[config.mk]
export PLATFORM = sky130hd
export DESIGN_NAME = e1_crc4_mon
export DESIGN_NICKNAME = d
export VERILOG_FILES = /design/src/rtl/e1c4_pkg.sv /design/src/rtl/e1c4_crc_engine.sv /design/src/rtl/e1c4_rem_capture.sv /design/src/rtl/e1c4_err_accum.sv /design/src/rtl/e1_crc4_mon.sv
export SDC_FILE = /design/constraint.sdc
export NUM_CORES = 1
export LEC_CHECK = 0
export ABC_CLOCK_PERIOD_IN_PS = 2000
export BUFFER_PORTS_ARGS = -buffer_cell sky130_fd_sc_hd__buf_2
export CORE_MARGIN = 1.5
export CORE_UTILIZATION = 35
export DETAILED_ROUTE_END_ITERATION = 8
export PLACE_DENSITY = 0.49
export SLEW_MARGIN = 5
export SYNTH_ARGS = -nofsm -noshare
export SYNTH_HDL_FRONTEND = slang
export SYNTH_SLANG_ARGS = --single-unit
[constraint.sdc]
create_clock -name clk -period 2 [get_ports clk]
set_input_delay 0.2 -clock clk [delete_from_list [all_inputs] [get_ports clk]]
set_output_delay 0.2 -clock clk [all_outputs]
set_load 0.03 [all_outputs]
[src/rtl/e1c4_pkg.sv]
package e1c4_pkg;

    localparam int CRC_W = 4;
    localparam int IDX_W = $clog2(CRC_W);
    localparam logic [CRC_W-1:0] CRC_POLY_LOW = 4'b0011;

    typedef logic [CRC_W-1:0] crc_t;

    typedef struct packed {
        logic vld;
        logic data;
        logic smf_start;
        logic rem_slot;
    } rx_bit_t;

    typedef struct packed {
        logic fire;
        logic mismatch;
    } cmp_evt_t;

    function automatic crc_t crc_step(crc_t c, logic d);
        logic fb;
        fb = c[CRC_W-1] ^ d;
        return {c[CRC_W-2:0], 1'b0} ^ (fb ? CRC_POLY_LOW : '0);
    endfunction

endpackage

[src/rtl/e1c4_crc_engine.sv]
module e1c4_crc_engine
    import e1c4_pkg::*;
(
    input  logic    clk,
    input  logic    rst,
    input  rx_bit_t rx,
    input  logic    realign,
    output crc_t    prev_crc,
    output logic    prev_ok
);
    crc_t acc_q;
    logic started_q;
    logic din_eff;

    // remainder slots enter the polynomial as zero
    always_comb din_eff = rx.rem_slot ? 1'b0 : rx.data;

    always_ff @(posedge clk) begin
        if (rst || realign) begin
            acc_q     <= '0;
            prev_crc  <= '0;
            prev_ok   <= 1'b0;
            started_q <= 1'b0;
        end else if (rx.vld) begin
            if (rx.smf_start) begin
                prev_crc  <= acc_q;
                prev_ok   <= started_q;
                started_q <= 1'b1;
                acc_q     <= crc_step('0, din_eff);
            end else begin
                acc_q <= crc_step(acc_q, din_eff);
            end
        end
    end

endmodule

[src/rtl/e1c4_rem_capture.sv]
module e1c4_rem_capture
    import e1c4_pkg::*;
(
    input  logic     clk,
    input  logic     rst,
    input  rx_bit_t  rx,
    input  logic     realign,
    input  crc_t     prev_crc,
    input  logic     prev_ok,
    output cmp_evt_t evt
);
    logic [IDX_W-1:0] idx_q, eff_idx;
    logic [CRC_W-2:0] sh_q;
    logic             done_q, eff_done;
    crc_t             rx_word;
    logic             take, last, fire;

    always_comb begin
        eff_idx  = rx.smf_start ? '0 : idx_q;
        eff_done = rx.smf_start ? 1'b0 : done_q;
        rx_word  = {sh_q, rx.data};
        take     = rx.vld && rx.rem_slot && !eff_done;
        last     = take && (eff_idx == IDX_W'(CRC_W - 1));
        fire     = last && prev_ok && !realign;
    end

    always_ff @(posedge clk) begin
        if (rst || realign) begin
            idx_q  <= '0;
            sh_q   <= '0;
            done_q <= 1'b0;
            evt    <= '0;
        end else begin
            evt.fire     <= fire;
            evt.mismatch <= fire && (rx_word != prev_crc);
            if (take) begin
                sh_q   <= rx_word[CRC_W-2:0];
                idx_q  <= eff_idx + 1'b1;
                done_q <= last;
            end else if (rx.vld && rx.smf_start) begin
                idx_q  <= '0;
                done_q <= 1'b0;
            end
        end
    end

endmodule

[src/rtl/e1c4_err_accum.sv]
module e1c4_err_accum #(
    parameter int CNT_W  = 10,
    parameter int THRESH = 915
) (
    input  logic             clk,
    input  logic             rst,
    input  logic             err_evt,
    input  logic             sec_tick,
    input  logic             search_en,
    output logic [CNT_W-1:0] hold,
    output logic             excess,
    output logic             search_req
);
    localparam logic [CNT_W-1:0] CNT_MAX = {CNT_W{1'b1}};
    localparam logic [CNT_W-1:0] THR     = CNT_W'(THRESH);

    if (THRESH < 1 || THRESH > (2 ** CNT_W) - 1) begin : g_bad_cfg
        $error("THRESH does not fit the counter width");
    end

    logic [CNT_W-1:0] live_q, inc;
    logic             reach;

    always_comb begin
        inc   = (live_q == CNT_MAX) ? live_q
                                    : live_q + {{(CNT_W-1){1'b0}}, err_evt};
        reach = (inc >= THR);
    end

    always_ff @(posedge clk) begin
        if (rst) begin
            live_q     <= '0;
            hold       <= '0;
            excess     <= 1'b0;
            search_req <= 1'b0;
        end else begin
            search_req <= 1'b0;
            if (sec_tick) begin
                hold   <= inc;
                live_q <= '0;
                excess <= 1'b0;
            end else begin
                live_q <= inc;
                if (reach && !excess) begin
                    excess     <= 1'b1;
                    search_req <= search_en;
                end
            end
        end
    end

endmodule

[src/rtl/e1_crc4_mon.sv]
module e1_crc4_mon
    import e1c4_pkg::*;
#(
    parameter int CNT_W  = 10,
    parameter int THRESH = 915
) (
    input  logic             clk,
    input  logic             rst,
    input  logic             rx_valid,
    input  logic             rx_data,
    input  logic             smf_mark,
    input  logic             rem_mark,
    input  logic             sec_tick,
    input  logic             realign,
    input  logic             search_en,
    output logic             crc_chk,
    output logic             crc_err,
    output logic [CNT_W-1:0] err_hold,
    output logic             excess,
    output logic             search_req
);
    rx_bit_t  rx;
    crc_t     prev_crc;
    logic     prev_ok;
    cmp_evt_t evt;

    always_comb begin
        rx.vld       = rx_valid;
        rx.data      = rx_data;
        rx.smf_start = smf_mark;
        rx.rem_slot  = rem_mark;
    end

    e1c4_crc_engine u_crc (
        .clk      (clk),
        .rst      (rst),
        .rx       (rx),
        .realign  (realign),
        .prev_crc (prev_crc),
        .prev_ok  (prev_ok)
    );

    e1c4_rem_capture u_rem (
        .clk      (clk),
        .rst      (rst),
        .rx       (rx),
        .realign  (realign),
        .prev_crc (prev_crc),
        .prev_ok  (prev_ok),
        .evt      (evt)
    );

    e1c4_err_accum #(.CNT_W(CNT_W), .THRESH(THRESH)) u_acc (
        .clk        (clk),
        .rst        (rst),
        .err_evt    (evt.mismatch),
        .sec_tick   (sec_tick),
        .search_en  (search_en),
        .hold       (err_hold),
        .excess     (excess),
        .search_req (search_req)
    );

    assign crc_chk = evt.fire;
    assign crc_err = evt.mismatch;

endmodule

==> results by stage, run 1 <==
Outcome:
- The flow ran to the end, and the final reports show no timing, DRC or antenna violations.

Clocking:
- The later pin in the worst-skew pair is clocked with a latency of 0.29 ns.
- The clock tree synthesis step divided the H-tree into 2 levels.
- The clock transition at the register clock pins on the worst setup and hold paths after CTS is 0.08 ns.
- TritonCTS built the clock tree.
- The root buffer cell is sky130_fd_sc_hd__clkbuf_8.
- CTS saw 40 sinks.
- The TritonCTS buffer count is 5.
- Counting along the longest clock path gives a buffer depth of 2.
- The post-CTS setup buffer count is 0.

Timing:
- The setup TNS is 0 ns.
- Setup repair after global routing left no endpoint under its margin.
- The worst hold margin is about 0.18 ns.
- The worst relative slew slack is a little under three quarters.
- In the finished design, the share of the clock period the worst path needs comes to between 90% and 100%.
- The final max-slew violation count is 0.
- Counting I/O delays and the setup requirement, the final critical path takes 1.82 ns.
- Derived from the worst setup path, the maximum achievable clock frequency is around 0.55 GHz.
- The final worst-path setup slack is 0.176 ns.
- Setup violations remaining at the end of the flow were counted as 0.
- The transition at the pin with the smallest max-transition slack is slightly above 0.4 ns.
- On the final layout, the worst clock skew is about 0.0039 ns.
- The final-report hold violation count is 0.

Power and ir drop:
- The total power divided by cell area is between 700 and 800 nW/um^2.
- IR analysis of the VDD net gives a maximum drop of between 0.4 and 0.5 mV.
- The leakage power is 0.769 nW.

Yosys:
- The xor and xnor area share after synthesis is under 10%.
- After synthesis the cells add up to approximately 1800 sq um.
- The Yosys step of the flow raised 0 warnings.
- The simple-gate portion of the synthesized area is 25.6%.
- The adder-cell share of the synthesized area is 2.11%.
- The number of enable-type register cells in the synthesized netlist is 0.
- The cell count after synthesis came out at between 200 and 250.
- The proportion of synthesized flip-flops having asynchronous set or reset is 0%.
- Multiplexer cells account for 2.25% of the synthesized area.
- By area the synthesized netlist is led by sky130_fd_sc_hd__dfxtp_1, sky130_fd_sc_hd__a21oi_1, sky130_fd_sc_hd__nor2_1, sky130_fd_sc_hd__nand2_1, sky130_fd_sc_hd__nand3_1.
- sky130_fd_sc_hd__dfxtp_1 is the most common cell in the netlist.
- The dominant cell type by area after synthesis is sky130_fd_sc_hd__dfxtp_1.
- The number of different library cells used by synthesis comes to 44.
- Counting flops and latches in the post-synthesis netlist gives 40.
- By count the netlist is led by sky130_fd_sc_hd__dfxtp_1, sky130_fd_sc_hd__nor2_1, sky130_fd_sc_hd__a21oi_1, sky130_fd_sc_hd__nand2_1, sky130_fd_sc_hd__nand3_1.
- The synthesized net count is ~220.
- The area share of the largest cell type after synthesis is 44.9%.
- After synthesis, the largest family of logic cells by area is simple AND/OR/NAND/NOR gates.
- Sequential elements use around 45% of the synthesized area.
- The synthesized netlist devotes between 10% and 20% of its cell area to compound gates.
- The most used flip-flop cell after synthesis is sky130_fd_sc_hd__dfxtp_1.
- A synthesized cell averages approximately 8.7 sq um.

Cells and area:
- The count of antenna diodes in the layout is 0.
- The layout-stage area growth over the synthesis result is 13.9%.
- The filler cells instantiated in the layout total 496.
- In the final layout, the share of cells above drive strength 1 is between 20% and 30%.
- The number of nets in the layout is 236.
- At the end of the flow the core is filled with cells to between 40 and 50%.
- After routing the design area is approximately 2000 sq um.

Critical path:
- The critical path arrival is 2.00 ns.
- Walking the worst path, the cells encountered are ha_2 -> ha_1 -> nand2_1 -> a2111o_1 -> xnor2_1 -> a221oi_2 -> o22ai_1.
- The kind of cell adding the most delay to the critical path is compound AO/OA/AOI/OAI gates.
- The kind of launch point of the worst setup path is a flip-flop.
- Of all nets on the critical path, the largest fanout is 4.
- The buffering stage count on the worst path with inverters included is 0.
- The worst setup path is captured at a flip-flop.
- The delay of the slowest cell on the worst path is ~0.36 ns.
- The critical path is of the flip-flop to flip-flop type.
- The cell with the largest stage delay on the worst path is sky130_fd_sc_hd__dfxtp_2.
- For the worst setup path, the data required time is 2.17 ns.

Global route:
- The largest net degree at the start of global routing is 18.
- The number of global-route vias before repair came to approximately 1,300.
- The first global-routing pass estimated 6020 um of wire.
- The total global-route track usage is about 15%.
- The number of antenna violations at the first check in global routing is 0.
- The remaining global-route overflow is 0.

Route:
- Before antenna repair, the detailed router went through 6 iterations.
- The sum of routed wire length over all layers is between 3000 and 4000 um.
- In this run the remaining antenna-violating nets after routing total 0.
- In the routed layout, each cell is associated on average with a via count of 5.07.
- After detailed routing, the number of remaining DRC violations is 0.
- The number of design-rule violations left by the first detailed-router iteration is 64.
- The wire length per cell is 12.9 um.
- For this block, the via count after detailed routing is 1,480.

Die:
- The floorplan step defined a die boundary enclosing 5530 sq um.
- The boundary pin count is 23.
- After floorplanning, the core was sized to cover 4820 sq um.
- From left edge to right edge, the die measures ~74 um.
- The die is around 74 um tall.
- The cell row count is 25.
- Once the floorplan was initialized, standard cells occupied between 30% and 40% of the core.

Placed design:
- At the placement stage, the worst setup path has a slack of about 0.035 ns.
- After legalization and detailed placement, the total HPWL measured approximately 2800 um.
- The number of port buffers is 22.
- The routability-driven placement congestion ratio is 0.802.
- After detailed placement, the total cell area comes to 1930 sq um.

Min path:
- The tightest min-delay check is of the primary input to flip-flop type.

Flow run:
- Across the run, the number of max-cap violations was 0.
-- per-layer routing --
layer / GRT usage [%] / vias to the layer above / wire length [um]
met4: 6.67 / 0 / 58
li1: - / 755 / -
met1: 16.6 / 700 / 1600
met2: 25.4 / 19 / 1990
met5: 0 / - / 0
met3: 4.47 / 6 / 121
-- registers in the layout, indices dropped and copies added (netlist names), 2 cells and up --
register and count:
u_acc.hold 10, u_acc.live_q 10, u_crc.acc_q 4, u_crc.prev_crc 4, u_rem.evt 2, u_rem.idx_q 2, u_rem.sh_q 3
-- tightest hold or removal path: cells and delay by family --
family / cells / cell delay, ns
buffers and inverters: 1 / 0.12
AND/OR/NAND/NOR: 1 / 0.06
AO/OA/AOI/OAI: 1 / 0.05
-- cell families (layout without fill, tap and decap cells) --
kind of cell             count (synthesis)  count (layout)
AND/OR/NAND/NOR                         88              88
AO/OA/AOI/OAI                           45              45
flip-flops                              40              40
buffers and inverters                   16              37
XOR/XNOR                                 8               8
multiplexers                             4               4
adder cells (fa/ha/maj)                  3               3
-- stage by stage --
stage / cells / power (W)
2_1_floorplan: 204 / 0.000880
3_3_place_gp: 284 / 0.000904
3_5_place_dp: 284 / 0.000905
4_1_cts: 292 / 0.00146
5_1_grt: 292 / 0.00150
6_report: 292 / 0.00144
-- cell type report --
class | count | area (sq um) | area share, %
clock buffers | 6 | 82.6 | 4.07
clock inverters | 2 | 10.0 | 0.493
inverters | 5 | 18.8 | 0.925
multi-input cells | 148 | 907 | 44.7
flip-flops and latches | 40 | 802 | 39.5
well taps | 67 | 83.8 | 4.13
repair buffers | 24 | 125 | 6.17
-- cell usage in the layout, fill, tap and decap left out, types with 2 or more instances in the layout --
master                      n
sky130_fd_sc_hd__xor2_1     5
sky130_fd_sc_hd__ha_1       2
sky130_fd_sc_hd__and3_1     2
sky130_fd_sc_hd__a211oi_1   6
sky130_fd_sc_hd__nand3_1   15
sky130_fd_sc_hd__a31oi_1    2
sky130_fd_sc_hd__a41oi_1    2
sky130_fd_sc_hd__buf_2     22
sky130_fd_sc_hd__nor2b_1    8
sky130_fd_sc_hd__clkbuf_8   6
sky130_fd_sc_hd__nand2b_1   4
sky130_fd_sc_hd__o21ai_0    3
sky130_fd_sc_hd__mux2i_1    4
sky130_fd_sc_hd__dfxtp_1   39
sky130_fd_sc_hd__nor2_1    22
sky130_fd_sc_hd__inv_1      5
sky130_fd_sc_hd__and4_2     2
sky130_fd_sc_hd__clkinv_2   2
sky130_fd_sc_hd__xnor2_1    3
sky130_fd_sc_hd__and2_1     2
sky130_fd_sc_hd__or2_2      3
sky130_fd_sc_hd__nand2_1   21
sky130_fd_sc_hd__a21oi_1   21
sky130_fd_sc_hd__buf_4      2
-- worst paths after layout --
check / start / end / slack [ns] / depth (start not counted)
min reg2reg: u_crc.prev_ok / u_crc.prev_ok / 0.46 / 2
max: u_acc.live_q[0] / u_acc.excess / 0.18 / 7
max reg2reg: u_acc.live_q[0] / u_acc.excess / 0.18 / 7
min: rx_data / u_rem.sh_q[0] / 0.18 / 3
-- power breakdown --
group          internal, W  leakage [nW]  switching (W)
combinational    0.0000251         0.395      0.0000528
sequential        0.000804         0.324     0.00000454
clock             0.000275        0.0510       0.000277
total              0.00110         0.769       0.000335
-- what timing repair did --
action / in CTS / in global routing
hold buffers: 0 / 0
gates resized for setup: 0 / 2
setup endpoints to repair: 0 / 2
Note: power is estimated with default switching activity, not from simulation.
==> run 2: changes to the inputs <==
Settings changed: ABC_CLOCK_PERIOD_IN_PS 2000 to 2170.
Clock period 2 ns to 2.17 ns, I/O delays scaled along.
==> results by stage, run 2 (same netlist as run 1, synthesis figures left out) <==
Power and ir drop:
- The share of total power dissipated in sequential elements is a little under three fifths.
- The total power divided by cell area is about 660 nW/um^2.
- The leakage power is 0.761 nW.
- Across the VDD grid, the largest voltage drop is approximately 0.34 mV.
- The combinational group share of total power is 5.5%.
- The clock network is responsible for about two fifths of the overall power.
- Net switching is a little under a quarter of the power.
- The internal power of the cells is between 0.001 and 0.0015 W.
- The analysis attributes to net switching a power of 0.000298 W.

Placed design:
- The final HPWL from detailed placement is ~2800 um.
- The congestion estimate from routability-driven global placement came to a little under 0.8.
- After detailed placement, the total cell area comes to between 1500 and 2000 sq um.
- Including well taps, the total number of placed cells is ~280.
- The number of port buffers is 22.

Timing:
- Setup repair after global routing left no endpoint under its margin.
- The worst relative slew slack is between 70% and 80%.
- The setup TNS is 0 ns.
- The final max-slew violation count is 0.
- After layout, the minimum clock period comes to just under 2 ns.
- Derived from the worst setup path, the maximum achievable clock frequency is between 0.5 and 0.6 GHz.
- The final-report hold violation count is 0.
- The total setup violations reported at the end of the flow is 0.
- Final hold analysis gives a worst-case slack of around 0.20 ns.
- The transition at the pin with the smallest max-transition slack is between 0.4 and 0.5 ns.
- The part of the cycle the worst path needs is roughly nine tenths.
- The worst clock skew is roughly 0.0019 ns.

Global route:
- The total global-route track usage is between 10% and 20%.
- Entering global routing, the biggest net connects 18 pins.
- The number of global-route vias before repair is around 1,400.
- Global routing finished with a remaining overflow of 0.
- The first-pass GRT wire length is ~6300 um.
- The number of antenna violations at the first check in global routing is 0.

Clocking:
- For this design, the CTS-stage hold fixing added 0 buffers.
- Counting the buffers created by CTS gives 5.
- The latest clock arrival within the worst-skew pair is between 0.2 and 0.3 ns.
- The maximum number of buffers from clock root to sink is 2.
- In this run, post-CTS repair resized a total of 0 instances.
- The clock transition at the register clock pins on the worst setup and hold paths after CTS is ~0.07 ns.
- The tree is rooted in a sky130_fd_sc_hd__clkbuf_8.
- TritonCTS built the clock tree.
- The post-CTS setup buffer count is 0.
- The H-tree was split into 2 levels.
- The clock net in this run drives a total of 40 sinks.

Critical path:
- The kind of launch point of the worst setup path is a flip-flop.
- The critical path arrival is approximately 2.1 ns.
- The kind of cell adding the most delay to the critical path is compound AO/OA/AOI/OAI gates.
- The critical path is of the flip-flop to flip-flop type.
- The cell with the largest stage delay on the worst path is sky130_fd_sc_hd__a2111o_1.
- On the worst path, the slowest cell contributes a delay of around 0.45 ns.
- Walking the worst path, the cells encountered are ha_1 -> ha_1 -> nand2_1 -> a2111o_1 -> xnor2_1 -> a221oi_2 -> o22ai_1.
- STA classifies the critical path endpoint as a flip-flop.
- Of all nets on the critical path, the largest fanout is 4.
- For the worst setup path, the data required time is approximately 2.3 ns.
- Together, buffers and inverters on the worst path number 0.
- The cell that appears most often on the critical path is sky130_fd_sc_hd__ha_1.

Route:
- The wire length per cell is roughly 13 um.
- For this run, the detailed router's first-pass iteration total came to 4.
- After detailed routing, the number of remaining DRC violations is 0.
- Once detail routing completed, the nets flagged for antenna violations numbered 0.
- After the first detailed-routing iteration, the DRC count stood at 96.
- Summed over all layers, the routed wires come to 3800 um.
- The per-cell via count in the routed design is slightly above 5.
- Summing over every cut layer, the via total after detailed routing is about 1,500.

Cells and area:
- The count of antenna diodes in the layout is 0.
- The final non-filler cell total is 291.
- The fill cell instance count of the final layout is ~530.
- The share of the core filled with cells in the final layout is between 40% and 50%.
- The final layout contains approximately 240 nets.
- The top cell types in the final layout, fill and taps aside, are sky130_fd_sc_hd__dfxtp_1, sky130_fd_sc_hd__nor2_1, sky130_fd_sc_hd__buf_2.
- The layout-stage area growth over the synthesis result is 13.1%.
- The largest registers in the layout are u_acc.hold x10, u_acc.live_q x10.
- The share of layout cells above drive strength 1 is 18.3%.
- The final instance area is about 2000 sq um.
- The most frequent standard cell in the layout excluding fill and tap cells is sky130_fd_sc_hd__dfxtp_1.

Die:
- Once the floorplan was initialized, standard cells occupied a little under two fifths of the core.
- The area of the core region is slightly below 5000 sq um.
- The die is 74.4 um tall.
- The die is around 74 um wide.
- The floorplan step defined a die boundary enclosing 5530 sq um.
- The cell row count is 25.
- The boundary pin count is 23.

Min path:
- The min-delay analysis places its worst path in the category primary input to flip-flop.

Outcome:
- The run finished with clean final reports.

Flow run:
- The total of max-cap violations is 0.
run 2: worst paths after layout:
check                                     start       endpoint  slack, ns  depth (start not counted)
worst max-delay path            u_acc.live_q[0]   u_acc.excess       0.24                          7
worst min-delay path                    rx_data  u_rem.sh_q[0]       0.20                          3
worst max register to register  u_acc.live_q[0]   u_acc.excess       0.24                          7
worst min register to register    u_crc.prev_ok  u_crc.prev_ok       0.46                          2
run 2: through the flow:
stage	setup slack, ns	total power, W
2_1_floorplan	0.187	0.000811
6_report	0.235	0.00132
5_1_grt	0.0895	0.00139
4_1_cts	0.228	0.00134
3_5_place_dp	0.249	0.000835
3_3_place_gp	0.306	0.000833
run 2: worst min-delay path, cell delays in order:
cell	delay, ns
sky130_fd_sc_hd__buf_2	0.12
sky130_fd_sc_hd__nand2_1	0.05
sky130_fd_sc_hd__a21oi_1	0.05
run 2: final cells by class:
cell class	instances	area, sq um	area share [%]
Clock buffer	8	90.1	4.47
Multi-Input combinational cell	148	905	44.9
Tap cell	67	83.8	4.16
Timing Repair Buffer	23	118	5.83
Sequential cell	40	801	39.7
Inverter	5	18.8	0.931
run 2: power by group through the flow:
stage / clock network, W / registers, W / logic, W
after floorplan: 0 / 0.000769 / 0.0000428
after global placement: 0 / 0.000762 / 0.0000715
after detailed placement: 0 / 0.000762 / 0.0000732
after CTS: 0.000527 / 0.000745 / 0.0000733
after global routing: 0.000561 / 0.000746 / 0.0000797
final: 0.000504 / 0.000745 / 0.0000722
run 2: per-layer routing:
metal / vias up / routed length (um) / GRT usage, %
li1: 753 / - / -
met1: 682 / 1650 / 18.1
met2: 27 / 1950 / 25.2
met3: 8 / 131 / 4.07
met4: 0 / 72 / 7.68
met5: - / 0 / 0
